## src/rtl/gpu_ctrl_pkg.sv

```systemverilog
package gpu_ctrl_pkg;
  localparam int ADDR_W    = 8;
  localparam int DATA_W    = 32;
  localparam int NUM_UNITS = 4;
  localparam int UNIT_W    = $clog2(NUM_UNITS);
  localparam int IRQ_W     = 5;
  localparam int NUM_CMDS  = 9;

  localparam int IRQ_PWR_ONE     = 0;
  localparam int IRQ_PWR_ALL     = 1;
  localparam int IRQ_RST_DONE    = 2;
  localparam int IRQ_SAMPLE_DONE = 3;
  localparam int IRQ_CLEAN_DONE  = 4;

  typedef enum logic [3:0] {
    CMD_NOP       = 4'd0,
    CMD_SOFT_RST  = 4'd1,
    CMD_HARD_RST  = 4'd2,
    CMD_PC_CLEAR  = 4'd3,
    CMD_PC_SAMPLE = 4'd4,
    CMD_CC_START  = 4'd5,
    CMD_CC_STOP   = 4'd6,
    CMD_CLEAN     = 4'd7,
    CMD_CLEAN_INV = 4'd8
  } cmd_e;

  typedef enum logic [2:0] {
    GRP_CTRL    = 3'd0,
    GRP_PRESENT = 3'd2,
    GRP_READY   = 3'd3,
    GRP_PWRON   = 3'd4,
    GRP_PWROFF  = 3'd5
  } grp_e;

  typedef struct packed {
    logic clr_we;
    logic mask_we;
    logic cmd_we;
    logic on_we;
    logic off_we;
  } wr_dec_t;
endpackage

```

## src/rtl/gpu_ctrl_decode.sv

```systemverilog
module gpu_ctrl_decode
  import gpu_ctrl_pkg::*;
(
  input  logic              wr_en_i,
  input  logic [ADDR_W-1:0] addr_i,
  output wr_dec_t           dec_o,
  output logic [UNIT_W-1:0] unit_o,
  output logic              hi_o
);
  logic aligned;
  assign aligned = (addr_i[1:0] == 2'b00);
  assign unit_o  = addr_i[4:3];
  assign hi_o    = addr_i[2];

  always_comb begin
    dec_o = '0;
    if (wr_en_i && aligned) begin
      case (addr_i[7:5])
        GRP_CTRL: begin
          case (addr_i[4:2])
            3'd1:    dec_o.clr_we  = 1'b1;
            3'd2:    dec_o.mask_we = 1'b1;
            3'd4:    dec_o.cmd_we  = 1'b1;
            default: ;
          endcase
        end
        GRP_PWRON:  dec_o.on_we  = 1'b1;
        GRP_PWROFF: dec_o.off_we = 1'b1;
        default: ;
      endcase
    end
  end

  // at most one write target per access
  always_comb begin
    if (wr_en_i) assert_one_target_R10: assert ($onehot0(dec_o));
  end
endmodule

```

## src/rtl/gpu_ctrl_cmd.sv

```systemverilog
module gpu_ctrl_cmd
  import gpu_ctrl_pkg::*;
(
  input  logic              clk_i,
  input  logic              rst_ni,
  input  logic              cmd_we_i,
  input  logic [DATA_W-1:0] wdata_i,
  output logic [IRQ_W-1:0]  cause_o,
  output logic              soft_rst_o,
  output logic              gpu_reset_o
);
  logic in_range;
  cmd_e code;
  assign in_range = (wdata_i < DATA_W'(NUM_CMDS));
  assign code     = cmd_e'(wdata_i[3:0]);

  always_comb begin
    cause_o    = '0;
    soft_rst_o = 1'b0;
    if (cmd_we_i && in_range) begin
      case (code)
        CMD_SOFT_RST, CMD_HARD_RST: begin
          soft_rst_o            = 1'b1;
          cause_o[IRQ_RST_DONE] = 1'b1;
        end
        CMD_PC_SAMPLE:            cause_o[IRQ_SAMPLE_DONE] = 1'b1;
        CMD_CLEAN, CMD_CLEAN_INV: cause_o[IRQ_CLEAN_DONE]  = 1'b1;
        default: ;
      endcase
    end
  end

  always_ff @(posedge clk_i or negedge rst_ni) begin
    if (!rst_ni) gpu_reset_o <= 1'b0;
    else         gpu_reset_o <= soft_rst_o;
  end

  assert_bad_code_ignored_R5: assert property (@(posedge clk_i) disable iff (!rst_ni)
    (cmd_we_i && (wdata_i >= DATA_W'(NUM_CMDS))) |-> (cause_o == '0 && !soft_rst_o));

  assert_reset_pulse_R6: assert property (@(posedge clk_i) disable iff (!rst_ni)
    soft_rst_o |=> gpu_reset_o);
endmodule

```

## src/rtl/gpu_ctrl_irq.sv

```systemverilog
module gpu_ctrl_irq
  import gpu_ctrl_pkg::*;
(
  input  logic             clk_i,
  input  logic             rst_ni,
  input  logic             soft_rst_i,
  input  logic [IRQ_W-1:0] set_i,
  input  logic             clr_we_i,
  input  logic             mask_we_i,
  input  logic [IRQ_W-1:0] wdata_i,
  output logic [IRQ_W-1:0] raw_o,
  output logic [IRQ_W-1:0] mask_o,
  output logic             irq_o
);
  logic [IRQ_W-1:0] raw_q, mask_q, clr_bits;
  assign clr_bits = clr_we_i ? wdata_i : '0;

  always_ff @(posedge clk_i or negedge rst_ni) begin
    if (!rst_ni) begin
      raw_q  <= '0;
      mask_q <= '0;
    end else if (soft_rst_i) begin
      raw_q  <= set_i;
      mask_q <= '0;
    end else begin
      raw_q <= (raw_q & ~clr_bits) | set_i;
      if (mask_we_i) mask_q <= wdata_i;
    end
  end

  assign raw_o  = raw_q;
  assign mask_o = mask_q;
  assign irq_o  = |(raw_q & mask_q);

  assert_clear_w1c_R8: assert property (@(posedge clk_i) disable iff (!rst_ni)
    (clr_we_i && set_i == '0 && !soft_rst_i) |=> ((raw_q & $past(wdata_i)) == '0));

  assert_mask_cleared_R6: assert property (@(posedge clk_i) disable iff (!rst_ni)
    soft_rst_i |=> (mask_q == '0 && !irq_o));
endmodule

```

## src/rtl/gpu_ctrl_pwr.sv

```systemverilog
module gpu_ctrl_pwr
  import gpu_ctrl_pkg::*;
#(
  parameter logic [NUM_UNITS-1:0][63:0] PRESENT_CFG = {64'h0, 64'h1, 64'h1, 64'hF}
) (
  input  logic                         clk_i,
  input  logic                         rst_ni,
  input  logic                         soft_rst_i,
  input  logic                         on_we_i,
  input  logic                         off_we_i,
  input  logic [UNIT_W-1:0]            unit_i,
  input  logic                         hi_i,
  input  logic [DATA_W-1:0]            wdata_i,
  output logic [NUM_UNITS-1:0][63:0]   ready_o
);
  for (genvar u = 0; u < NUM_UNITS; u++) begin : g_unit
    for (genvar h = 0; h < 2; h++) begin : g_half
      logic [31:0] ready_q;
      logic        hit;
      localparam logic [31:0] PRES = PRESENT_CFG[u][h*32 +: 32];
      assign hit = (unit_i == UNIT_W'(u)) && (hi_i == h[0]);

      always_ff @(posedge clk_i or negedge rst_ni) begin
        if (!rst_ni)                 ready_q <= '0;
        else if (soft_rst_i)         ready_q <= '0;
        else if (on_we_i && hit)     ready_q <= ready_q | (wdata_i & PRES);
        else if (off_we_i && hit)    ready_q <= ready_q & ~wdata_i;
      end

      assign ready_o[u][h*32 +: 32] = ready_q;

      assert_ready_in_present_R2: assert property (@(posedge clk_i) disable iff (!rst_ni)
        (ready_q & ~PRES) == '0);

      assert_off_clears_R3: assert property (@(posedge clk_i) disable iff (!rst_ni)
        (off_we_i && hit && !soft_rst_i) |=> ((ready_q & $past(wdata_i)) == '0));
    end
  end
endmodule

```

## src/rtl/gpu_ctrl_regs.sv

```systemverilog
module gpu_ctrl_regs
  import gpu_ctrl_pkg::*;
#(
  parameter logic [NUM_UNITS-1:0][63:0] PRESENT_CFG = {64'h0, 64'h1, 64'h1, 64'hF}
) (
  input  logic              clk_i,
  input  logic              rst_ni,
  input  logic              wr_en_i,
  input  logic [ADDR_W-1:0] addr_i,
  input  logic [DATA_W-1:0] wdata_i,
  output logic [DATA_W-1:0] rdata_o,
  output logic              irq_o,
  output logic              gpu_reset_o
);
  wr_dec_t                      dec;
  logic [UNIT_W-1:0]            unit;
  logic                         hi;
  logic [IRQ_W-1:0]             cmd_cause, pwr_cause, set_bits, raw, mask;
  logic                         soft_rst;
  logic [NUM_UNITS-1:0][63:0]   ready;

  gpu_ctrl_decode u_decode (
    .wr_en_i (wr_en_i),
    .addr_i  (addr_i),
    .dec_o   (dec),
    .unit_o  (unit),
    .hi_o    (hi)
  );

  gpu_ctrl_cmd u_cmd (
    .clk_i       (clk_i),
    .rst_ni      (rst_ni),
    .cmd_we_i    (dec.cmd_we),
    .wdata_i     (wdata_i),
    .cause_o     (cmd_cause),
    .soft_rst_o  (soft_rst),
    .gpu_reset_o (gpu_reset_o)
  );

  gpu_ctrl_pwr #(.PRESENT_CFG(PRESENT_CFG)) u_pwr (
    .clk_i      (clk_i),
    .rst_ni     (rst_ni),
    .soft_rst_i (soft_rst),
    .on_we_i    (dec.on_we),
    .off_we_i   (dec.off_we),
    .unit_i     (unit),
    .hi_i       (hi),
    .wdata_i    (wdata_i),
    .ready_o    (ready)
  );

  always_comb begin
    pwr_cause = '0;
    if (dec.on_we || dec.off_we) begin
      pwr_cause[IRQ_PWR_ONE] = 1'b1;
      pwr_cause[IRQ_PWR_ALL] = 1'b1;
    end
  end
  assign set_bits = cmd_cause | pwr_cause;

  gpu_ctrl_irq u_irq (
    .clk_i      (clk_i),
    .rst_ni     (rst_ni),
    .soft_rst_i (soft_rst),
    .set_i      (set_bits),
    .clr_we_i   (dec.clr_we),
    .mask_we_i  (dec.mask_we),
    .wdata_i    (wdata_i[IRQ_W-1:0]),
    .raw_o      (raw),
    .mask_o     (mask),
    .irq_o      (irq_o)
  );

  always_comb begin
    rdata_o = '0;
    if (addr_i[1:0] == 2'b00) begin
      case (addr_i[7:5])
        GRP_CTRL: begin
          case (addr_i[4:2])
            3'd0:    rdata_o = DATA_W'(raw);
            3'd2:    rdata_o = DATA_W'(mask);
            3'd3:    rdata_o = DATA_W'(raw & mask);
            default: rdata_o = '0;
          endcase
        end
        GRP_PRESENT: rdata_o = hi ? PRESENT_CFG[unit][63:32] : PRESENT_CFG[unit][31:0];
        GRP_READY:   rdata_o = hi ? ready[unit][63:32] : ready[unit][31:0];
        default:     rdata_o = '0;
      endcase
    end
  end

  assert_pwr_causes_R4: assert property (@(posedge clk_i) disable iff (!rst_ni)
    (dec.on_we || dec.off_we) |=> (raw[IRQ_PWR_ONE] && raw[IRQ_PWR_ALL]));

  assert_reset_state_R6: assert property (@(posedge clk_i) disable iff (!rst_ni)
    soft_rst |=> (raw == IRQ_W'(1 << IRQ_RST_DONE) && ready == '0));

  assert_sample_cause_R7: assert property (@(posedge clk_i) disable iff (!rst_ni)
    (dec.cmd_we && wdata_i == DATA_W'(CMD_PC_SAMPLE)) |=> raw[IRQ_SAMPLE_DONE]);
endmodule

```

## config.mk

```make
export PLATFORM = sky130hd
export DESIGN_NAME = gpu_ctrl_regs
export DESIGN_NICKNAME = d
export VERILOG_FILES = /design/src/rtl/gpu_ctrl_pkg.sv /design/src/rtl/gpu_ctrl_decode.sv /design/src/rtl/gpu_ctrl_cmd.sv /design/src/rtl/gpu_ctrl_irq.sv /design/src/rtl/gpu_ctrl_pwr.sv /design/src/rtl/gpu_ctrl_regs.sv
export SDC_FILE = /design/constraint.sdc
export NUM_CORES = 1
export LEC_CHECK = 0
export BUFFER_PORTS_ARGS = -buffer_cell sky130_fd_sc_hd__clkbuf_2
export CAP_MARGIN = 10
export CORE_MARGIN = 4
export CORE_UTILIZATION = 45
export DETAILED_ROUTE_END_ITERATION = 8
export GPL_TIMING_DRIVEN = 0
export PLACE_DENSITY = 0.6
export SETUP_SLACK_MARGIN = 0.1
export SYNTH_ARGS = -nofsm -noshare
export SYNTH_HDL_FRONTEND = slang
export SYNTH_SLANG_ARGS = --single-unit
```

## constraint.sdc

```tcl
create_clock -name clk_i -period 4.3 [get_ports clk_i]
set_clock_uncertainty 0.15 [all_clocks]
set_input_delay 0.645 -clock clk_i [delete_from_list [all_inputs] [get_ports clk_i]]
set_output_delay 0.645 -clock clk_i [all_outputs]
set_load 0.1 [all_outputs]
```

==> metrics.md <==
| Metric | Value |
|---|---|
| FILL cells | 2366 |
| Via count | 9442 |
| Synth unique cells | 41 |
| Total power divided by cell area | 392.2 mW/mm^2 |
| Ys Warns | 0 |
| Most used cell along the critical path | clkbuf_2 |
| DRT Pass-1 Iters | 5 |
| Number of setup violations in the final report | 0 |
| Starting DRC count in detailed routing | around 860 |
| Slowest Stage Delay on Critical Path | 0.54 ns |
| Largest net degree at the start of global routing | 105 |
| Worst-path fanout max | 16 |
| Residual DRC count | 0 |
| Synth-to-Final Area Change | 15.97% |
| Post-route setup slack | approximately 0.36 ns |
| Ant diodes | 0 |
| Initial Util | 45.78% |
| Mapped Nets | approximately 1200 |
| Die X-Extent | around 170 um |
| Die Ht | ~170 um |
| Tot Pwr | approximately 5.6 mW |
| Nets | 1290 |
| Mapped Area | 0.01234 sq mm |
| I/O pin cnt | 77 |
| PortBufs | 45 |
| Leading area contributor after synthesis | dfrtp_1 |
| WL/cell | 22.98 um |
| CTS Buf Count | 30 |
| Fin. Hold Viols | 0 |
| Clock buffer depth | 3 |
| Antenna-violating nets left | 0 |
| Met1 global-route usage | 35.81% |
| Root buffer cell | clkbuf_16 |
| Commonest non-fill, non-tap cells in the layout | nand2_1, dfrtp_1, and3_1 |
| Clk sink count | 267 |
| Met2 global-route usage | 39.08% |
| Min cycle time layout | 3.937 ns |
| Slowest-stage cell, CP | clkbuf_1 |
| Vias in the first global route | 9828 |
| Max Fclk | between 200 and 300 MHz |
| Max Slew Vio Count | 0 |
| Syn Area/Cell | about 11 sq um |
| Clock Pin Slew Worst Setup and Hold Paths | roughly 0.060 ns |
| Row count | 60 |
| H-tree levels | 1 |
| Pre-CTS setup slack | -0.1943 ns |
| Instance count of the mapped netlist | ~1200 |
| Met3 Resource Use GR | 4.646% |
| HPWL Detailed | 24.11 mm |
| CTS tree | yes |
| Slew @ Worst Pin | 1.171 ns |
| Nature of the critical path startpoint | input pin |
| Synth top area share | 54.15% |
| GR peak layer | met2 |
| Type of the worst min-delay path | in -> reg |
| Antenna violations before repair | 0 |
| Arrival @ worst endpoint | 3.14 ns |
| Period utilization | 91.56% |
| Grt total ovfl | 0 |
| Crit-path cells | clkbuf_2 -> buf_1 -> clkbuf_1 -> nand2_1 -> a21oi_1 -> o21ai_0 -> o32ai_2 -> clkbuf_2 |
| Leakage power | about 7.1 nW |
| Share of cells above drive strength 1 | between 10% and 20% |
| Slew headroom | 21.22% |
| Core Box Area | 0.02695 sq mm |
| Final WL | 36.94 mm |
| CP endpoint kind | output port |
| MaxCap Viol Count | 0 |
| Synth area leaders | dfrtp_1, and3_1, mux4_2 |
| Most common cell after layout, fill and taps aside | nand2_1 |
| Vias per cell | 5.876 |
| Global-route wire length before repair | 58.76 mm |
| Seq cells post-synth | 267 |
| RSZ-0062 raised after global routing | false |
| Sequential fraction of the synthesis area | 54.15% |
| Clk Latency, worst-skew pair | 0.54 ns |
| Total Routing Usage GR | about a quarter |
| Die ar. | ~0.030 sq mm |
| Setup bufs post-CTS | 0 |
| WP data required | 3.50 ns |
| Crit Path Class | in -> out |
| Outcome | finished, final reports clean |
| Worst vdd ir | 0.0003145 V |
| Routability congestion estimate | around 0.85 |
-- flip-flops by register name, summed over array words and instances, names as in the netlist --
register / cells
u_irq.mask_o: 5
u_cmd.gpu_reset_o: 1
u_irq.raw_o: 5
u_pwr.g_unit.g_half.ready_q: 256
-- cells in the mapped netlist, drive strengths merged --
| cell | count |
|---|---|
| or4 | 3 |
| nor4 | 8 |
| a32oi | 1 |
| o32ai | 2 |
| mux2i | 10 |
| a222oi | 1 |
| nand3 | 3 |
| inv | 9 |
| nor3 | 3 |
| a31oi | 1 |
| nor2b | 5 |
| a21oi | 37 |
| nand2 | 321 |
| nand4b | 2 |
| nor4b | 1 |
| a211oi | 3 |
| a22oi | 1 |
| buf | 45 |
| a2bb2oi | 1 |
| nor3b | 3 |
| or3 | 1 |
| o21ai | 11 |
| a2111o | 1 |
| dfrtp | 267 |
| o311a | 1 |
| o21bai | 2 |
| mux4 | 61 |
| a21o | 1 |
| o22ai | 7 |
| clkbuf | 69 |
| nand4 | 5 |
| nand2b | 1 |
| nor2 | 26 |
| mux2 | 1 |
| xnor2 | 1 |
| and3 | 250 |
| o31ai | 1 |
| and4b | 1 |
-- metal layers --
metal / part of all wire, % / up-vias
met2: 47 / 376
met1: 44 / 4828
met4: 2.2 / 0
met5: 0 / -
li1: - / 4182
met3: 6.8 / 56
-- area by class of cell --
| type | instances | area (sq um) | share of cell area, % |
|---|---|---|---|
| Buffer | 113 | 628.1 | 4.390 |
| Clock buffer | 38 | 852.1 | 5.955 |
| Clock inverter | 13 | 235.2 | 1.644 |
| Inverter | 9 | 33.78 | 0.2361 |
| Multi-Input combinational cell | 777 | 5141 | 35.93 |
| Sequential cell | 267 | 6681 | 46.69 |
| Tap cell | 341 | 426.7 | 2.982 |
| Timing Repair Buffer | 49 | 310.3 | 2.169 |
-- where the power goes --
group          internal [mW]  switching, mW  total [mW]  leakage [nW]
Clock                   1.75           1.06        2.81         0.528
Combinational         0.0696          0.202       0.272          2.86
Sequential              2.52        0.00763        2.53          3.72
Total                   4.34           1.27        5.61          7.11
-- logic make-up (layout without fill, tap and decap cells) --
group           Yosys count  in the layout  synth area share, %
compound gates           71             71                3.377
mux                      72             72                12.04
flops                   267            267                54.15
buf+inv                 123            222                5.091
simple gates            633            633                25.27
xor+xnor                  1              1              0.07100
-- critical path: cells and delay by family --
kind	cells	cell delay [ns]
simple gates	1	0.10
compound gates	3	0.46
buf+inv	4	1.92
-- repair_timing --
| item | CTS | global route |
|---|---|---|
| setup endpoints to repair | 28 | 6 |
| resized for setup | 13 | 2 |
| hold buffers | 1 | 0 |
| endpoints found under the hold margin | 4 | 0 |
-- final timing paths --
path	from	end	slack (ns)	cells past startpoint
setup / recovery	addr_i[3]	rdata_o[3]	0.36	8
hold / removal	addr_i[7]	u_irq.raw_o[1]	0.34	3
hold reg to reg	u_pwr.g_unit[3].g_half[0].ready_q[10]	u_pwr.g_unit[3].g_half[0].ready_q[10]	0.35	1
setup reg to reg	u_irq.raw_o[4]	u_irq.raw_o[4]	3.18	3
min in group asynchronous	rst_ni	u_pwr.g_unit[0].g_half[0].ready_q[6]	0.52	2
max in group asynchronous	rst_ni	u_pwr.g_unit[2].g_half[0].ready_q[17]	2.51	3
-- metrics by stage --
stage          area (sq um)  utilization (%)  TNS [ns]  cells  hold slack (ns)
2_1_floorplan         12450                -         0   1167           0.1994
3_3_place_gp          13100            48.62   -893.53   1553           0.3366
3_5_place_dp          13170            48.85    -2.775   1555           0.3381
4_1_cts               14300            53.05         0   1606           0.3154
5_1_grt               14310            53.09         0   1607           0.3385
6_report              14310            53.09         0   1607           0.3373
Note: power is estimated with default switching activity, not from simulation.
